===== src/rtl/psq_pkg.sv =====
package psq_pkg;

   typedef enum logic [2:0] {
      ST_RUN,
      ST_TO_OSC,
      ST_SLEEP,
      ST_WAKE,
      ST_RST,
      ST_LOCK,
      ST_TO_PLL
   } psq_state_e;

   typedef struct packed {
      logic video;
      logic wake;
      logic conv;
   } psq_ps_t;

   localparam psq_ps_t PS_RESET = '{video: 1'b1, wake: 1'b1, conv: 1'b1};

endpackage


===== src/rtl/psq_timer.sv =====
module psq_timer #(
   parameter int CW = 6
) (
   input  logic          clk,
   input  logic          rst_n,
   input  logic          clr,
   input  logic [CW-1:0] limit,
   output logic          done
);

   logic [CW-1:0] cnt_q;

   always_ff @(posedge clk) begin
      if (!rst_n)             cnt_q <= '0;
      else if (clr)           cnt_q <= '0;
      else if (cnt_q != '1)   cnt_q <= cnt_q + 1'b1;
   end

   assign done = (cnt_q == limit);

endmodule


===== src/rtl/psq_fsm.sv =====
module psq_fsm
   import psq_pkg::*;
#(
   parameter int RST_CYC  = 3,
   parameter int LOCK_CYC = 38
) (
   input  logic clk,
   input  logic rst_n,
   input  logic enter_req,
   input  logic exit_req,
   output logic clk_sel,
   output logic pll_rst,
   output logic pll_sleep,
   output logic busy
);

   localparam int MAXC = (RST_CYC > LOCK_CYC) ? RST_CYC : LOCK_CYC;
   localparam int CW   = $clog2(MAXC + 1);

   generate
      if (RST_CYC < 1) begin : g_bad_rst
         $error("RST_CYC must be at least 1");
      end
      if (LOCK_CYC < 1) begin : g_bad_lock
         $error("LOCK_CYC must be at least 1");
      end
   endgenerate

   psq_state_e    state_q, state_d;
   logic          tmr_done;
   logic          tmr_clr;
   logic [CW-1:0] tmr_limit;

   always_comb begin
      state_d = state_q;
      unique case (state_q)
         ST_RUN:    if (enter_req) state_d = ST_TO_OSC;
         ST_TO_OSC: state_d = ST_SLEEP;
         ST_SLEEP:  if (exit_req)  state_d = ST_WAKE;
         ST_WAKE:   state_d = ST_RST;
         ST_RST:    if (tmr_done)  state_d = ST_LOCK;
         ST_LOCK:   if (tmr_done)  state_d = ST_TO_PLL;
         ST_TO_PLL: state_d = ST_RUN;
         default:   state_d = ST_RUN;
      endcase
   end

   always_ff @(posedge clk) begin
      if (!rst_n) state_q <= ST_RUN;
      else        state_q <= state_d;
   end

   assign tmr_clr   = (state_d != state_q);
   assign tmr_limit = (state_q == ST_RST) ? CW'(RST_CYC - 1) : CW'(LOCK_CYC - 1);

   psq_timer #(.CW(CW)) u_timer (
      .clk   (clk),
      .rst_n (rst_n),
      .clr   (tmr_clr),
      .limit (tmr_limit),
      .done  (tmr_done)
   );

   // outputs are a pure decode of the state register
   always_comb begin
      clk_sel   = !(state_q == ST_RUN || state_q == ST_TO_PLL);
      pll_sleep = (state_q == ST_SLEEP);
      pll_rst   = (state_q == ST_RST);
      busy      = !(state_q == ST_RUN || state_q == ST_SLEEP);
   end


   sleep_needs_osc_chk: assert property (@(posedge clk) disable iff (!rst_n)
      pll_sleep |-> clk_sel);


   osc_before_sleep_chk: assert property (@(posedge clk) disable iff (!rst_n)
      $rose(pll_sleep) |-> $past(clk_sel));


   rst_while_awake_chk: assert property (@(posedge clk) disable iff (!rst_n)
      pll_rst |-> (!pll_sleep && clk_sel));


   lock_before_pll_chk: assert property (@(posedge clk) disable iff (!rst_n)
      $fell(clk_sel) |-> $past(state_q == ST_LOCK));


   idle_not_busy_chk: assert property (@(posedge clk) disable iff (!rst_n)
      (pll_sleep || !clk_sel) && !busy |-> !pll_rst);

endmodule


===== src/rtl/psq_ps_reg.sv =====
module psq_ps_reg
   import psq_pkg::*;
(
   input  logic    clk,
   input  logic    rst_n,
   input  logic    wr,
   input  psq_ps_t wdata,
   output psq_ps_t bits,
   output logic    conv_en,
   output logic    wake_en
);

   always_ff @(posedge clk) begin
      if (!rst_n)  bits <= PS_RESET;
      else if (wr) bits <= wdata;
   end

   assign conv_en = !bits.conv;
   // the wake-up bit only bites while the converter itself is off
   assign wake_en = !(bits.conv && bits.wake);


   wake_follows_conv_chk: assert property (@(posedge clk) disable iff (!rst_n)
      conv_en |-> wake_en);


   write_lands_chk: assert property (@(posedge clk) disable iff (!rst_n)
      $past(wr) |-> bits == $past(wdata));

endmodule


===== src/rtl/pll_psave_seq.sv =====
module pll_psave_seq
   import psq_pkg::*;
#(
   parameter int RST_CYC   = 3,
   parameter int LOCK_CYC  = 38,
   parameter int NUM_VIDEO = 4
) (
   input  logic                 clk,
   input  logic                 rst_n,
   input  logic                 enter_req,
   input  logic                 exit_req,
   input  logic                 ps_wr,
   input  logic [2:0]           ps_wdata,
   output logic                 clk_sel,
   output logic                 pll_rst,
   output logic                 pll_sleep,
   output logic                 busy,
   output logic [NUM_VIDEO-1:0] video_en,
   output logic                 conv_en,
   output logic                 wake_en,
   output logic [2:0]           ps_state
);

   generate
      if (NUM_VIDEO < 1) begin : g_bad_video
         $error("NUM_VIDEO must be at least 1");
      end
   endgenerate

   psq_ps_t ps_bits;
   logic    video_ok;

   psq_fsm #(.RST_CYC(RST_CYC), .LOCK_CYC(LOCK_CYC)) u_fsm (
      .clk       (clk),
      .rst_n     (rst_n),
      .enter_req (enter_req),
      .exit_req  (exit_req),
      .clk_sel   (clk_sel),
      .pll_rst   (pll_rst),
      .pll_sleep (pll_sleep),
      .busy      (busy)
   );

   psq_ps_reg u_ps (
      .clk     (clk),
      .rst_n   (rst_n),
      .wr      (ps_wr),
      .wdata   (psq_ps_t'(ps_wdata)),
      .bits    (ps_bits),
      .conv_en (conv_en),
      .wake_en (wake_en)
   );

   assign ps_state = ps_bits;
   assign video_ok = !clk_sel && !ps_bits.video;

   generate
      for (genvar i = 0; i < NUM_VIDEO; i++) begin : g_video
         assign video_en[i] = video_ok;
      end
   endgenerate


   video_off_on_osc_chk: assert property (@(posedge clk) disable iff (!rst_n)
      clk_sel |-> (video_en == '0));

endmodule


===== config.mk =====
export PLATFORM = sky130hd
export DESIGN_NAME = pll_psave_seq
export DESIGN_NICKNAME = d
export VERILOG_FILES = /design/src/rtl/psq_pkg.sv /design/src/rtl/psq_timer.sv /design/src/rtl/psq_fsm.sv /design/src/rtl/psq_ps_reg.sv /design/src/rtl/pll_psave_seq.sv
export SDC_FILE = /design/constraint.sdc
export NUM_CORES = 1
export LEC_CHECK = 0
export BUFFER_PORTS_ARGS = -buffer_cell sky130_fd_sc_hd__buf_4
export CAP_MARGIN = 20
export CORE_MARGIN = 2
export CORE_UTILIZATION = 45
export CTS_CLUSTER_SIZE = 40
export DETAILED_ROUTE_END_ITERATION = 16
export PLACE_DENSITY = 0.71
export SLEW_MARGIN = 5
export SYNTH_ARGS = -nofsm -noshare
export SYNTH_HDL_FRONTEND = slang
export SYNTH_HIERARCHICAL = 1
export SYNTH_SLANG_ARGS = --single-unit

===== constraint.sdc =====
create_clock -name clk -period 2.7 [get_ports clk]
set_clock_uncertainty 0.15 [all_clocks]
set_input_delay 0.54 -clock clk [delete_from_list [all_inputs] [get_ports clk]]
set_output_delay 0.54 -clock clk [all_outputs]
set_load 0.01 [all_outputs]

==> out/summary.md, run 1 <==
The flow ran to the end, and the final reports show no timing, DRC or antenna violations. The mux cell area share after synthesis was 2.81%. The number of cells on the worst reg-to-reg path is 10. The critical path is of the reg -> reg type. The worst hold path begins at ps_wdata[2]. The detailed router placed 632 vias in this run.

After synthesis, the largest family of logic cells by area is simple AND/OR/NAND/NOR gates. The die is 43.8 µm wide. The setup slack after layout came out at 0.373 ns. The worst endpoint required time was 2.73 ns; the height of the die was 43.8 µm. In this run switching power makes up 28.4% of total power. The switching power came out at 131 µW. The clock period could shrink to 2.33 ns.

The final routed wirelength across all metal layers came out at 1460 µm. The longest clock path from root to sink contains 2 buffers. The initial antenna violation count is 0, and the number of flip-flops and latches in the synthesized netlist is 12.

The proportion of netlist area held by the largest area contributor is 33.7%. The leakage dissipation is 0.391 nW. The cell-internal power was 330 µW; the combinational share of power was 23.7%.

Global routing consumed, over all layers together, 18.4% of the routing resources. Of the total synthesized cell area, the portion taken by XOR and XNOR cells is 11.1%. The logs give 0 for the antenna diode count and 34 for the unique cell type count in the Yosys netlist.

The type of element capturing the critical path is a flop. For this configuration, the core starts out at a cell density of 47.9%. The logs give 0 for the max-capacitance violation count and 0 for the sum of overflow across all layers after global routing. Sorting the synthesized cells by area gives the leading types as dfxtp_1, nand2_1, xnor2_1, xor2_1, nor2b_1. The synthesized netlist devotes 14.2% of its cell area to compound gates. The tools report the number of buffers added by the clock tree synthesis step as 3. TritonCTS built the clock tree.

For this run, design rule violations remaining after detail routing come to 0. The tools report the start point of the critical path as u_fsm/state_q[2]. The run gives 0 as the final-report setup violation count.

The run gives 0.388 ns as the post-place setup slack. Of all nets on the critical path, the largest fanout is 6. Of all cell types, the one taking the most synthesized area is dfxtp_1. The fmax is 0.430 GHz, and the fraction of the mapped netlist area in simple logic gates is 27.2%. The first detailed-routing pass took 4 iterations. Power spread over the standard cell area amounts to 529 nW/µm².

The tools report the count of H-tree levels built during CTS as 1. For this design, the CTS-stage hold fixing added 0 buffers. After synthesis, flip-flops and latches occupy 33.7% of the total area.

The worst hold path terminates at u_ps/bits[2]. The critical path's top delay family is simple AND/OR/NAND/NOR gates. The run gives 0.37 ns as the internal reg-to-reg setup slack.

Traced cell by cell, the critical path runs through nor2b_2, nand2b_2, inv_1, xnor2_1, nand4_1, nor3_1, o32a_1, nand2b_1, a2111o_1, nand2_1. The number of global-route vias before repair came out at 618. Once placement completed, the tool counted placed cells totaling 117. Fill cells in the final layout number 143. Insertion delay of the later-clocked pin in the worst-skew pair: 0.28 ns. Of the available clock period, the critical path in the final layout requires 86.2%.

In the final layout, the multi-input gates occupy 414 µm². The mean post-synth cell area came out at 8.20 µm². In this design, the stage delay of the slowest critical-path cell is 0.42 ns. For the netlist area before placement, the log shows 713 µm². The vias per cell is 5.22, and the total die area is 1920 µm². In this run, the clock network consumes 31.8% of the power. Clock root buffer: clkbuf_4. The run gives 0 as the number of slew-limit violations in the final report. For the first-pass GRT wire length, the log shows 2570 µm.

Counting every sink on the clock net gives 12. The number of hold-slack violations in the final timing report was 0; the cell depth of the worst hold path was 3. The post-detailed-route wirelength per cell came out at 12.0 µm. Setup repair after global routing left no endpoint under its margin. Detailed-placement wirelength estimate: 1130 µm.

Clock-pin slew was measured on the worst setup and hold paths at 0.08 ns. The tools report the share of power burned in registers as 44.5%. Setup total negative slack on the finished layout was measured at 0 ns. The cell count after synthesis came out at 87. The boundary pin count was 21; the core outline area was 1490 µm². The tools report the arrival time of the worst setup path as 2.35 ns.

Among all stages on the critical path, the largest delay is contributed by dfxtp_1. The logs give 0.820 for the routability congestion estimate from global placement and 0 for the count of nets left with antenna violations after detail routing. The non-filler instance count after layout was 121.

The logs give 0 for the post-cts repair resize count and 461 µW for the final total power. Entering global routing, the biggest net connects 10 pins. Path type of the worst min-delay path: in -> reg.

After floorplanning, the core was divided into 14 placement rows. The warning count from the yosys run was 6. Buffer and inverter count on the worst path: 1.

For the worst IR drop on VDD, the log shows 0.362 mV. The tools report the startpoint of the worst-slack reg-to-reg timing path as u_fsm/state_q[2]. The area overhead of the layout relative to synthesis works out to 22.3%. The worst setup path is launched from a flop.

The share of layout cells above drive strength 1 came out at 27.6%. The worst register-to-register path ends at u_fsm/u_timer/cnt_q[5]. The count of input and output buffers is 20. Buffers added to address setup during post-CTS repair amount to 0. The run gives 115 as the number of nets in the layout. The run gives 240 µm² as the combined flip-flop and latch cell area. The fraction of the mapped netlist area in adder cells is 1.75%, and the detailed router's first-iteration violation count is 5.
cells in the mapped netlist:
cell type	number
conb_1	1
buf_6	1
nor2b_1	5
nor2_1	1
nand3_1	3
and2_1	3
o22ai_1	1
inv_1	2
and3_1	1
o21ai_0	3
nor3_1	2
ha_1	1
nand2b_2	1
a21oi_1	6
buf_2	2
mux2i_1	2
nand2_1	12
nor2b_2	1
buf_4	4
and2_2	1
nor3b_1	1
nand4_1	1
a2111o_1	1
xor2_1	4
o211ai_1	2
dfxtp_1	12
xnor2_1	5
nand2b_1	2
or3_1	1
nor2_2	1
inv_2	1
o21ai_1	1
a311oi_1	1
o32a_1	1
power groups by stage:
stage / Sequential [mW] / Combinational (mW) / Clock, mW
2_1_floorplan: 0.201 / 0.0808 / 0
4_1_cts: 0.205 / 0.110 / 0.153
3_3_place_gp: 0.209 / 0.107 / 0
5_1_grt: 0.208 / 0.122 / 0.159
3_5_place_dp: 0.209 / 0.110 / 0
6_report: 0.205 / 0.109 / 0.147
kinds of logic after synthesis:
| kind of cell | count (synthesis) |
|---|---|
| AOI/OAI and AO/OA | 16 |
| xor gates and xnor gates | 9 |
| adders and majority gates | 1 |
| buffers and inverters | 10 |
| DFF | 12 |
| muxes | 2 |
| other | 1 |
| and+or+nand+nor | 36 |
registers in the layout (all words and copies together), names as in the netlist:
signal               flops
u_fsm/state_q            3
u_ps/bits                3
u_fsm/u_timer/cnt_q      6
worst reg2reg max path, stage by stage, from the launching register on:
cell and delay, ns:
dfxtp_1 0.42, nor2b_2 0.24, nand2b_2 0.13, inv_1 0.10, xnor2_1 0.12, nand4_1 0.11, nor3_1 0.34, o32a_1 0.22
nand2b_1 0.23, a2111o_1 0.12, nand2_1 0.04
worst max-delay path by stage:
stage | endpoint | depth (start not counted) | slack, ns
2_1_floorplan | u_fsm/u_timer/cnt_q[5] | 10 | 0.60
3_3_place_gp | u_fsm/u_timer/cnt_q[5] | 10 | 0.49
3_5_place_dp | u_fsm/u_timer/cnt_q[5] | 10 | 0.39
4_1_cts | video_en[2] | 4 | 0.36
5_1_grt | u_fsm/u_timer/cnt_q[5] | 10 | 0.14
6_report | u_fsm/u_timer/cnt_q[5] | 10 | 0.37
cells in the final DEF (no fill, tap or decap), types with 2 or more instances in the layout:
cell type | synthesis | final
buf_4 | 4 | 20
o21ai_0 | 3 | 3
nand2_1 | 12 | 12
nor2b_1 | 5 | 5
conb_1 | 1 | 2
xor2_1 | 4 | 4
clkbuf_4 | 0 | 3
and2_1 | 3 | 3
nand2b_1 | 2 | 2
mux2i_1 | 2 | 2
nand3_1 | 3 | 3
inv_1 | 2 | 2
a21oi_1 | 6 | 6
nor3_1 | 2 | 2
o211ai_1 | 2 | 2
dfxtp_1 | 12 | 12
xnor2_1 | 5 | 5
final cells by class:
class                           count  area share (%)
Sequential cell                    12            27.5
Inverter                            3            1.29
Timing Repair Buffer               20            17.2
Clock buffer                        4            4.16
Multi-Input combinational cell     66            47.5
Tap cell                           16            2.30
layer usage:
layer  GRT usage [%]  vias up  wire (µm)
li1                -      326          -
met1            21.1      289        633
met2            29.4       13        714
met3            5.00        4         78
met4            12.7        0         31
met5               0        -          0
through the flow:
step / area [µm²] / util (%) / hold WS, ns
floorplan: 717 / - / 0.335
global placement: 836 / 56.1 / 0.331
detailed placement: 836 / 56.1 / 0.336
CTS: 872 / 58.6 / 0.313
global route: 872 / 58.6 / 0.332
finish: 872 / 58.6 / 0.323
(Power assumes the default switching activity.)
==> run 2: changes to the inputs <==
Settings changed: PLACE_DENSITY 0.71 to 0.72, SYNTH_HIERARCHICAL 1 to not set.
==> out/summary.md, run 2 <==
Setup repair after global routing left no endpoint under its margin. The synthesized design spends more area on one cell type than any other, namely dfxtp_1. Most common library cell in the layout ignoring fill and taps: buf_4. The tools report the number of rows in the core area as 13 (-1). The fmax was 0.477 GHz (+11%); the detailed-placement wirelength estimate was 951 µm (-16%). The final critical delay including setup and external delays is 2.09 ns (-0.232 ns), and the cell-internal power is 310 µW (-6.0%). The number of nets in the layout is 108 (-6.1%). The count of input and output buffers works out to 20 (unchanged). For the total routing resource utilization after global routing, the log shows 14.1% (-4.3 points).

The number of hold-slack violations in the final timing report came out at 0 (unchanged). The run gives 831 µm² (-4.7%) as the final design instance area without fill. The final-report setup violation count is 0 (unchanged).

The commonest cells after synthesis are nor2_1, dfxtp_1, nand2_1. Predominant post-synthesis flop cell: dfxtp_1. By area the synthesized netlist is led by dfxtp_1, nor2_1, mux2i_1, buf_4, nand2_1.

The switching portion of total power was 24.8% (-3.5 points); the number of buffers added for setup after CTS was 0 (unchanged). Count of vias placed by the detailed router: 581 (-8.1%). The final total power is 413 µW (-10%). The number of flip-flops under the largest register name was 6 (unchanged). The worst setup path is of the reg -> out kind. The net count after synthesis was 88; the routability congestion estimate from global placement was 0.869 (+6.0%). Uppermost signal routing layer after detailed routing: met4.

The initial core utilization was 49.7% (+1.8 points); the worst endpoint required time was 2.01 ns (-0.72 ns). For the DRC violation count after routing, the log shows 0 (unchanged). The run gives 0 (-6) as the warning count from the yosys run. For the number of detailed-routing iterations run before antenna repair, the log shows 3 (-1). The tools report the count of nets left with antenna violations after detail routing as 0 (unchanged).

Height of the die: 42.4 µm (-3.3%). The largest registers in the layout are u_fsm.u_timer.cnt_q: 6 flops, u_fsm.state_q: 3 flops, u_ps.bits: 3 flops. The netlist area before placement came out at 663 µm² (-7.0%). The number of standard cells after synthesis was 79 (-9.2%); the area overhead of the layout relative to synthesis was 25.3%.

The proportion of power drawn by the clock network is 32.9% (+1.1 points). Initial antenna violation count: 0 (unchanged). The run gives 0.350 mV (-3.3%) as the worst IR drop on VDD.

The logs give 547 µm (-23%) for the met2 routed wirelength and 103 µW (-22%) for the switching power. The path type of the worst min-delay path was in -> reg. For the final routed wirelength across all metal layers, the log shows 1230 µm (-16%).

The detailed router's first-iteration violation count came out at 6 (+1). The combined flip-flop and latch cell area is 240 µm² (unchanged), and the share of the clock period used by the worst path is 77.6% (-8.6 points). Die span in x: 42.4 µm (-3.3%). The logs give 1.40 ns (-0.95 ns) for the arrival time of the worst setup path and 0 (unchanged) for the post-cts repair resize count. First-pass GRT wire length: 1930 µm (-25%).

The run gives 1 (unchanged) as the count of H-tree levels built during CTS. Final core area utilization: 62.3% (+3.7 points). STA classifies the critical path startpoint as a flop. The vias per cell is 5.14 (-1.6%).

The run gives 0.27 ns (about the same) as the insertion delay of the later-clocked pin in the worst-skew pair. The worst setup path is captured at a primary output. The quantity of hold-fixing buffers added after cts was 0 (unchanged).

The leakage dissipation is 0.362 nW (-7.5%). The run gives 36.2% (+2.5 points) as the portion of the post-synthesis area used by sequential elements. The post-detailed-route wirelength per cell is 10.9 µm (-9.8%). Leaving out fill and tap cells, the most frequent cells in the layout are buf_4, nor2_1, dfxtp_1.

The run finished with clean final reports. The number of flip-flops and latches in the synthesized netlist works out to 12 (unchanged). The share of synthesized registers carrying an async set or reset is 0% (unchanged). The largest fanout on the critical path is 8 (+2).

The tools report the total die area as 1800 µm² (-6.4%). The tools report the area of the multi-input gates as 370 µm² (-11%). The logs give 0 ns (unchanged) for the total negative slack for setup checks and 29 (-15%) for the unique cell type count in the Yosys netlist. The clock-pin slew on the worst setup and hold paths was 0.07 ns (about the same). Leading cell type by number of instances after synthesis: nor2_1. The actual transition at the worst max-transition pin was 0.355 ns. The number of slew-limit violations in the final report was 0 (unchanged).

CTS placed an instance of clkbuf_4 at the clock tree root. The proportion of netlist area held by the largest area contributor is 36.2% (+2.5 points). The max-slew headroom at the worst pin came out at 76.3%. The total power divided by cell area is 497 nW/µm² (-6.0%), and the boundary pin count is 21 (unchanged). The logs give 3 (unchanged) for the number of buffers added by the clock tree synthesis step and 0 (unchanged) for the sum of overflow across all layers after global routing.

The combinational share of power came out at 19.3% (-4.4 points). The maximum count of clock buffers along a single path is 2 (unchanged). Share of layout cells above drive strength 1: 29.6% (+2.0 points). The run gives 471 (-24%) as the number of global-route vias before repair.

The antenna diode count is 0 (unchanged), and the max-capacitance violation count is 0 (unchanged). The largest net degree at the start of global routing was 9 (-1); the number of filler instances in the final layout was 133 (-7.0%). TritonCTS built the clock tree. The run gives 12 (unchanged) as the TritonCTS sink count. The core outline area was 1330 µm² (-10%).

The tools report the amount of wire on met3 after detailed routing as 121 µm (+55%). The met1 wire length was 548 µm (-13%). The area of placed instances is 795 µm² (-4.9%), and the share of power burned in registers is 47.8% (+3.3 points). The number of enable-type register cells in the synthesized netlist was 0 (unchanged); the mean post-synth cell area was 8.39 µm² (+2.4%).

The register ranked first by flip-flop count is u_fsm.u_timer.cnt_q.
run 2: changes by cell type in the layout (fill, tap and decap cells not counted), moves of 3 or more:
cell / delta
xor2_1: -3
nor2_1: +13
xnor2_1: -4
nor2b_1: -3
a21oi_1: -5
nand2_1: -3
run 2: stage by stage:
stage | worst slack (ns) | hold WS [ns] | instances
after floorplan | 0.797 | 0.319 | 79
after global placement | 0.924 | 0.340 | 109
after detailed placement | 0.880 | 0.343 | 109
after CTS | 0.586 | 0.336 | 113
after global routing | 0.392 | 0.331 | 113
final | 0.605 | 0.334 | 113
run 2: power by group through the flow:
| stage | logic (mW) | registers [mW] | clock network, mW |
|---|---|---|---|
| floorplan | 0.0509 | 0.199 | 0 |
| global placement | 0.0805 | 0.201 | 0 |
| CTS | 0.0806 | 0.197 | 0.140 |
| global route | 0.0877 | 0.199 | 0.150 |
| detailed placement | 0.0804 | 0.201 | 0 |
| finish | 0.0795 | 0.197 | 0.136 |
run 2: routing by layer:
layer  up-vias  track usage [%]
met1       252             17.6
met2        19             20.9
met4         0             3.75
met5         -                0
li1        308                -
met3         2             7.76
run 2: layout make-up:
type                       count  share of cell area [%]
clock buffer                   4                    4.37
inverter                       4                    1.81
multi-input combinational     58                    44.6
sequential                    12                    28.9
tap                           15                    2.26
timing repair buffer          20                    18.1
run 2: worst max-delay path, stage by stage (launching register included):
cell and delay, ns:
dfxtp_1 0.38, nor2_1 0.23, o21ai_0 0.15, nor2_1 0.21, buf_4 0.17
run 2: worst paths after layout:
path | start | end | slack (ns) | cells past startpoint
max | u_fsm.state_q[1] | video_en[2] | 0.61 | 4
min | rst_n | u_ps.bits[2] | 0.33 | 2
max reg2reg | u_fsm.u_timer.cnt_q[2] | u_fsm.u_timer.cnt_q[3] | 1.10 | 4
min reg2reg | u_ps.bits[1] | u_ps.bits[1] | 0.36 | 2
run 2: logic make-up after synthesis:
kind of cell / share of synthesized area [%]
flip-flops: 36.2
AND/OR/NAND/NOR: 27.2
adder cells (fa/ha/maj): 1.89
AO/OA/AOI/OAI: 18.1
buffers and inverters: 7.92
XOR/XNOR: 2.64
multiplexers: 6.04
==> run 3: changes to the inputs <==
Settings changed: ABC_AREA set to 1, CORE_UTILIZATION 45 to 44, PLACE_DENSITY 0.72 to 0.73.
Clock period 2.7 ns to 1.8 ns, I/O delays scaled along.
==> out/summary.md, run 3 <==
The detailed-placement wirelength estimate came out at 1140 µm (+20%). The predominant post-synthesis flop cell was dfxtp_1. The setup slack after layout was 0.0505 ns (-0.555 ns). The tools report the count of vias placed by the detailed router as 722 (+24%). For the number of filler instances in the final layout, the log shows 140 (+5.3%). STA classifies the critical path endpoint as a primary output. The actual transition at the worst max-transition pin works out to 0.310 ns (-0.0454 ns). The critical path class is reg -> out. The largest stage delay on the critical path came out at 0.49 ns (+0.11 ns). The number of instances in the placed design is 134 (+23%), and the total negative slack for setup checks is 0 ns (unchanged). The flow ran to the end, and the final reports show no timing, DRC or antenna violations. The area overhead of the layout relative to synthesis was 29.2%; the final routed wirelength across all metal layers was 1520 µm (+23%). The maximum count of clock buffers along a single path is 2 (unchanged), and the arrival time of the worst setup path is 1.24 ns (-0.16 ns).

The detailed router's first-iteration violation count is 10 (+4), and the count of input and output buffers is 20 (unchanged). The number of hold-slack violations in the final timing report was 0 (unchanged); the share of synthesized registers carrying an async set or reset was 0% (unchanged). The total power divided by cell area works out to 898 nW/µm² (+81%). In the post-synthesis netlist, the biggest area contributors are dfxtp_1, nand2_1, a21oi_1, inv_1, nor2_1. The number of flip-flops under the largest register name is 6 (unchanged). The run gives 0.750 (-14%) as the routability congestion estimate from global placement. The logs give 46.4% (-3.3 points) for the initial core utilization and 110 (+25%) for the net count after synthesis. Setup repair after global routing could not meet its margin everywhere.

The portion of the post-synthesis area used by sequential elements came out at 34.8% (-1.4 points). Counting instances in the post-synthesis netlist gives the leading cell types as nand2_1, inv_1, nor2_1. The number of detailed-routing iterations run before antenna repair is 4 (+1).

The tools report the final core area utilization as 59.9% (-2.4 points). The run gives 0.572 GHz as the fmax. Slowest cell on the critical path: dfxtp_1. The tools report the number of standard cells after synthesis as 101 (+28%).

The clock period could shrink to 1.75 ns. The warning count from the yosys run is 0 (unchanged). The leading cell type by number of instances after synthesis was nand2_1. For the worst IR drop on VDD, the log shows 0.485 mV (+39%). In the final layout, the registers with the most flip-flops are u_fsm.u_timer.cnt_q: 6 flops, u_fsm.state_q: 3 flops, u_ps.bits: 3 flops. TritonCTS sink count: 12 (unchanged).

Share of layout cells above drive strength 1: 29.5% (-0.084 points). The leakage dissipation is 0.442 nW (+22%). The number of enable-type register cells in the synthesized netlist works out to 0 (unchanged).

The dominant cell type by area after synthesis is dfxtp_1. u_fsm.u_timer.cnt_q holds more flip-flops than any other register. The largest fanout on the critical path was 7 (-1); the number of rows in the core area was 14 (+1). The depth of the most critical reg-to-reg path works out to 7 (+3).

The final design instance area without fill is 892 µm² (+7.4%). The total die area was 1900 µm² (+5.9%). The number of flip-flops and latches in the synthesized netlist works out to 12 (unchanged). The clock-pin slew on the worst setup and hold paths is 0.08 ns (about the same).

The tools report the total routing resource utilization after global routing as 17.7% (+3.6 points). The worst setup path is launched from a flop. The DRC violation count after routing is 0 (unchanged), and the quantity of hold-fixing buffers added after cts is 0 (unchanged). The run gives 0 (unchanged) as the antenna diode count. The tools report the clock root buffer as clkbuf_4. The tools report the post-place setup slack as 0.186 ns (-0.694 ns).

The tools report the boundary pin count as 21 (unchanged). TritonCTS built the clock tree. The cell depth of the worst hold path works out to 2 (unchanged). The worst endpoint required time came out at 1.29 ns (-0.72 ns). Traced cell by cell, the critical path runs through nor2_1, o21a_1, inv_1, buf_4.

The post-detailed-route wirelength per cell came out at 11.0 µm (+1.0%). The number of nets in the layout is 132 (+22%). The unique cell type count in the Yosys netlist is 20 (-31%). The initial antenna violation count came out at 0 (unchanged). The logs give 838 µm² (+5.5%) for the area of placed instances and 3 (unchanged) for the number of buffers added by the clock tree synthesis step. In the layout the commonest cells are buf_4, nand2_1, inv_1. The largest net degree at the start of global routing came out at 8 (-1).

The vias per cell is 5.23 (+1.8%), and the sum of overflow across all layers after global routing is 0 (unchanged). Count of nets left with antenna violations after detail routing: 0 (unchanged). The height of the die was 43.6 µm (+2.9%); the share of the clock period used by the worst path was 97.2%. The netlist area before placement was 691 µm² (+4.2%). The most common library cell in the layout ignoring fill and taps was buf_4.

The run gives 1490 µm² (+12%) as the core outline area. The first-pass GRT wire length came out at 2500 µm (+30%). The path type of the worst min-delay path is in -> reg. For the count of H-tree levels built during CTS, the log shows 1 (unchanged). For the max-slew headroom at the worst pin, the log shows 79.3% (+3.0 points).

The mean post-synth cell area was 6.84 µm² (-19%). For the max-capacitance violation count, the log shows 0 (unchanged). The die span in x was 43.6 µm (+2.9%). The number of slew-limit violations in the final report is 0 (unchanged), and the insertion delay of the later-clocked pin in the worst-skew pair is 0.27 ns (about the same).

The non-filler instance count after layout was 138 (+22%); the final-report setup violation count was 0 (unchanged). The proportion of netlist area held by the largest area contributor is 34.8% (-1.4 points). The run gives 649 (+38%) as the number of global-route vias before repair.
## run 3: cell types whose count changed after synthesis, moves of 2 or more
| cell | previous run | this run |
|---|---|---|
| nor2b_1 | 2 | 0 |
| xor2_1 | 1 | 3 |
| nand2_1 | 9 | 18 |
| nand3_2 | 0 | 2 |
| and2_1 | 2 | 0 |
| mux2i_1 | 4 | 1 |
| inv_1 | 4 | 15 |
| nand3_1 | 4 | 7 |
| a21oi_1 | 1 | 12 |
## run 3: logic make-up after synthesis
logic type      after synthesis  synth area share (%)
fa+ha+maj                     1                  1.81
buf+inv                      19                  12.5
compound gates               18                  13.8
simple gates                 47                  31.9
xor+xnor                      3                  3.81
flops                        12                  34.8
mux                           1                  1.45
## run 3: power by group
group	internal, mW	leakage (nW)	switching [mW]
clock	0.123	0.0210	0.0926
sequential	0.292	0.0995	0.0344
combinational	0.120	0.321	0.139
total	0.535	0.442	0.266
## run 3: routing by layer
metal	track usage, %	wire [µm]
met1	22.9	689
met2	27.6	700
met3	2.50	95
met4	10.9	29
met5	0	0
## run 3: final timing paths
path	startpoint	endpoint	slack (ns)
max reg2reg	u_fsm.u_timer.cnt_q[0]	u_fsm.u_timer.cnt_q[1]	0.16
max	u_fsm.state_q[0]	busy	0.05
min reg2reg	u_ps.bits[0]	u_ps.bits[0]	0.35
min	rst_n	u_ps.bits[1]	0.13
## run 3: stage by stage
| step | power, mW | hold WS, ns |
|---|---|---|
| 2_1_floorplan | 0.480 | 0.294 |
| 3_3_place_gp | 0.570 | 0.325 |
| 3_5_place_dp | 0.574 | 0.330 |
| 4_1_cts | 0.805 | 0.131 |
| 5_1_grt | 0.843 | 0.130 |
| 6_report | 0.801 | 0.134 |
## run 3: final cells by class
class / instances / area [µm²] / area share (%)
Tap cell: 16 / 20.0 / 2.24
Inverter: 15 / 56.3 / 6.31
Clock buffer: 4 / 36.3 / 4.07
Sequential cell: 12 / 245 / 27.5
Timing Repair Buffer: 21 / 158 / 17.7
Multi-Input combinational cell: 70 / 377 / 42.2
## run 3: worst max-delay path, delay by kind of cell (launching register included)
family	cells	cell delay, ns
AO/OA/AOI/OAI	1	0.19
buffers and inverters	2	0.15
AND/OR/NAND/NOR	1	0.14
flip-flops	1	0.49
## run 3: what timing repair did
action / CTS / global route
setup buffers: 0 / 0
endpoints found under the setup margin: 4 / 5
pin swaps: 1 / 1
resized for setup: 5 / 2
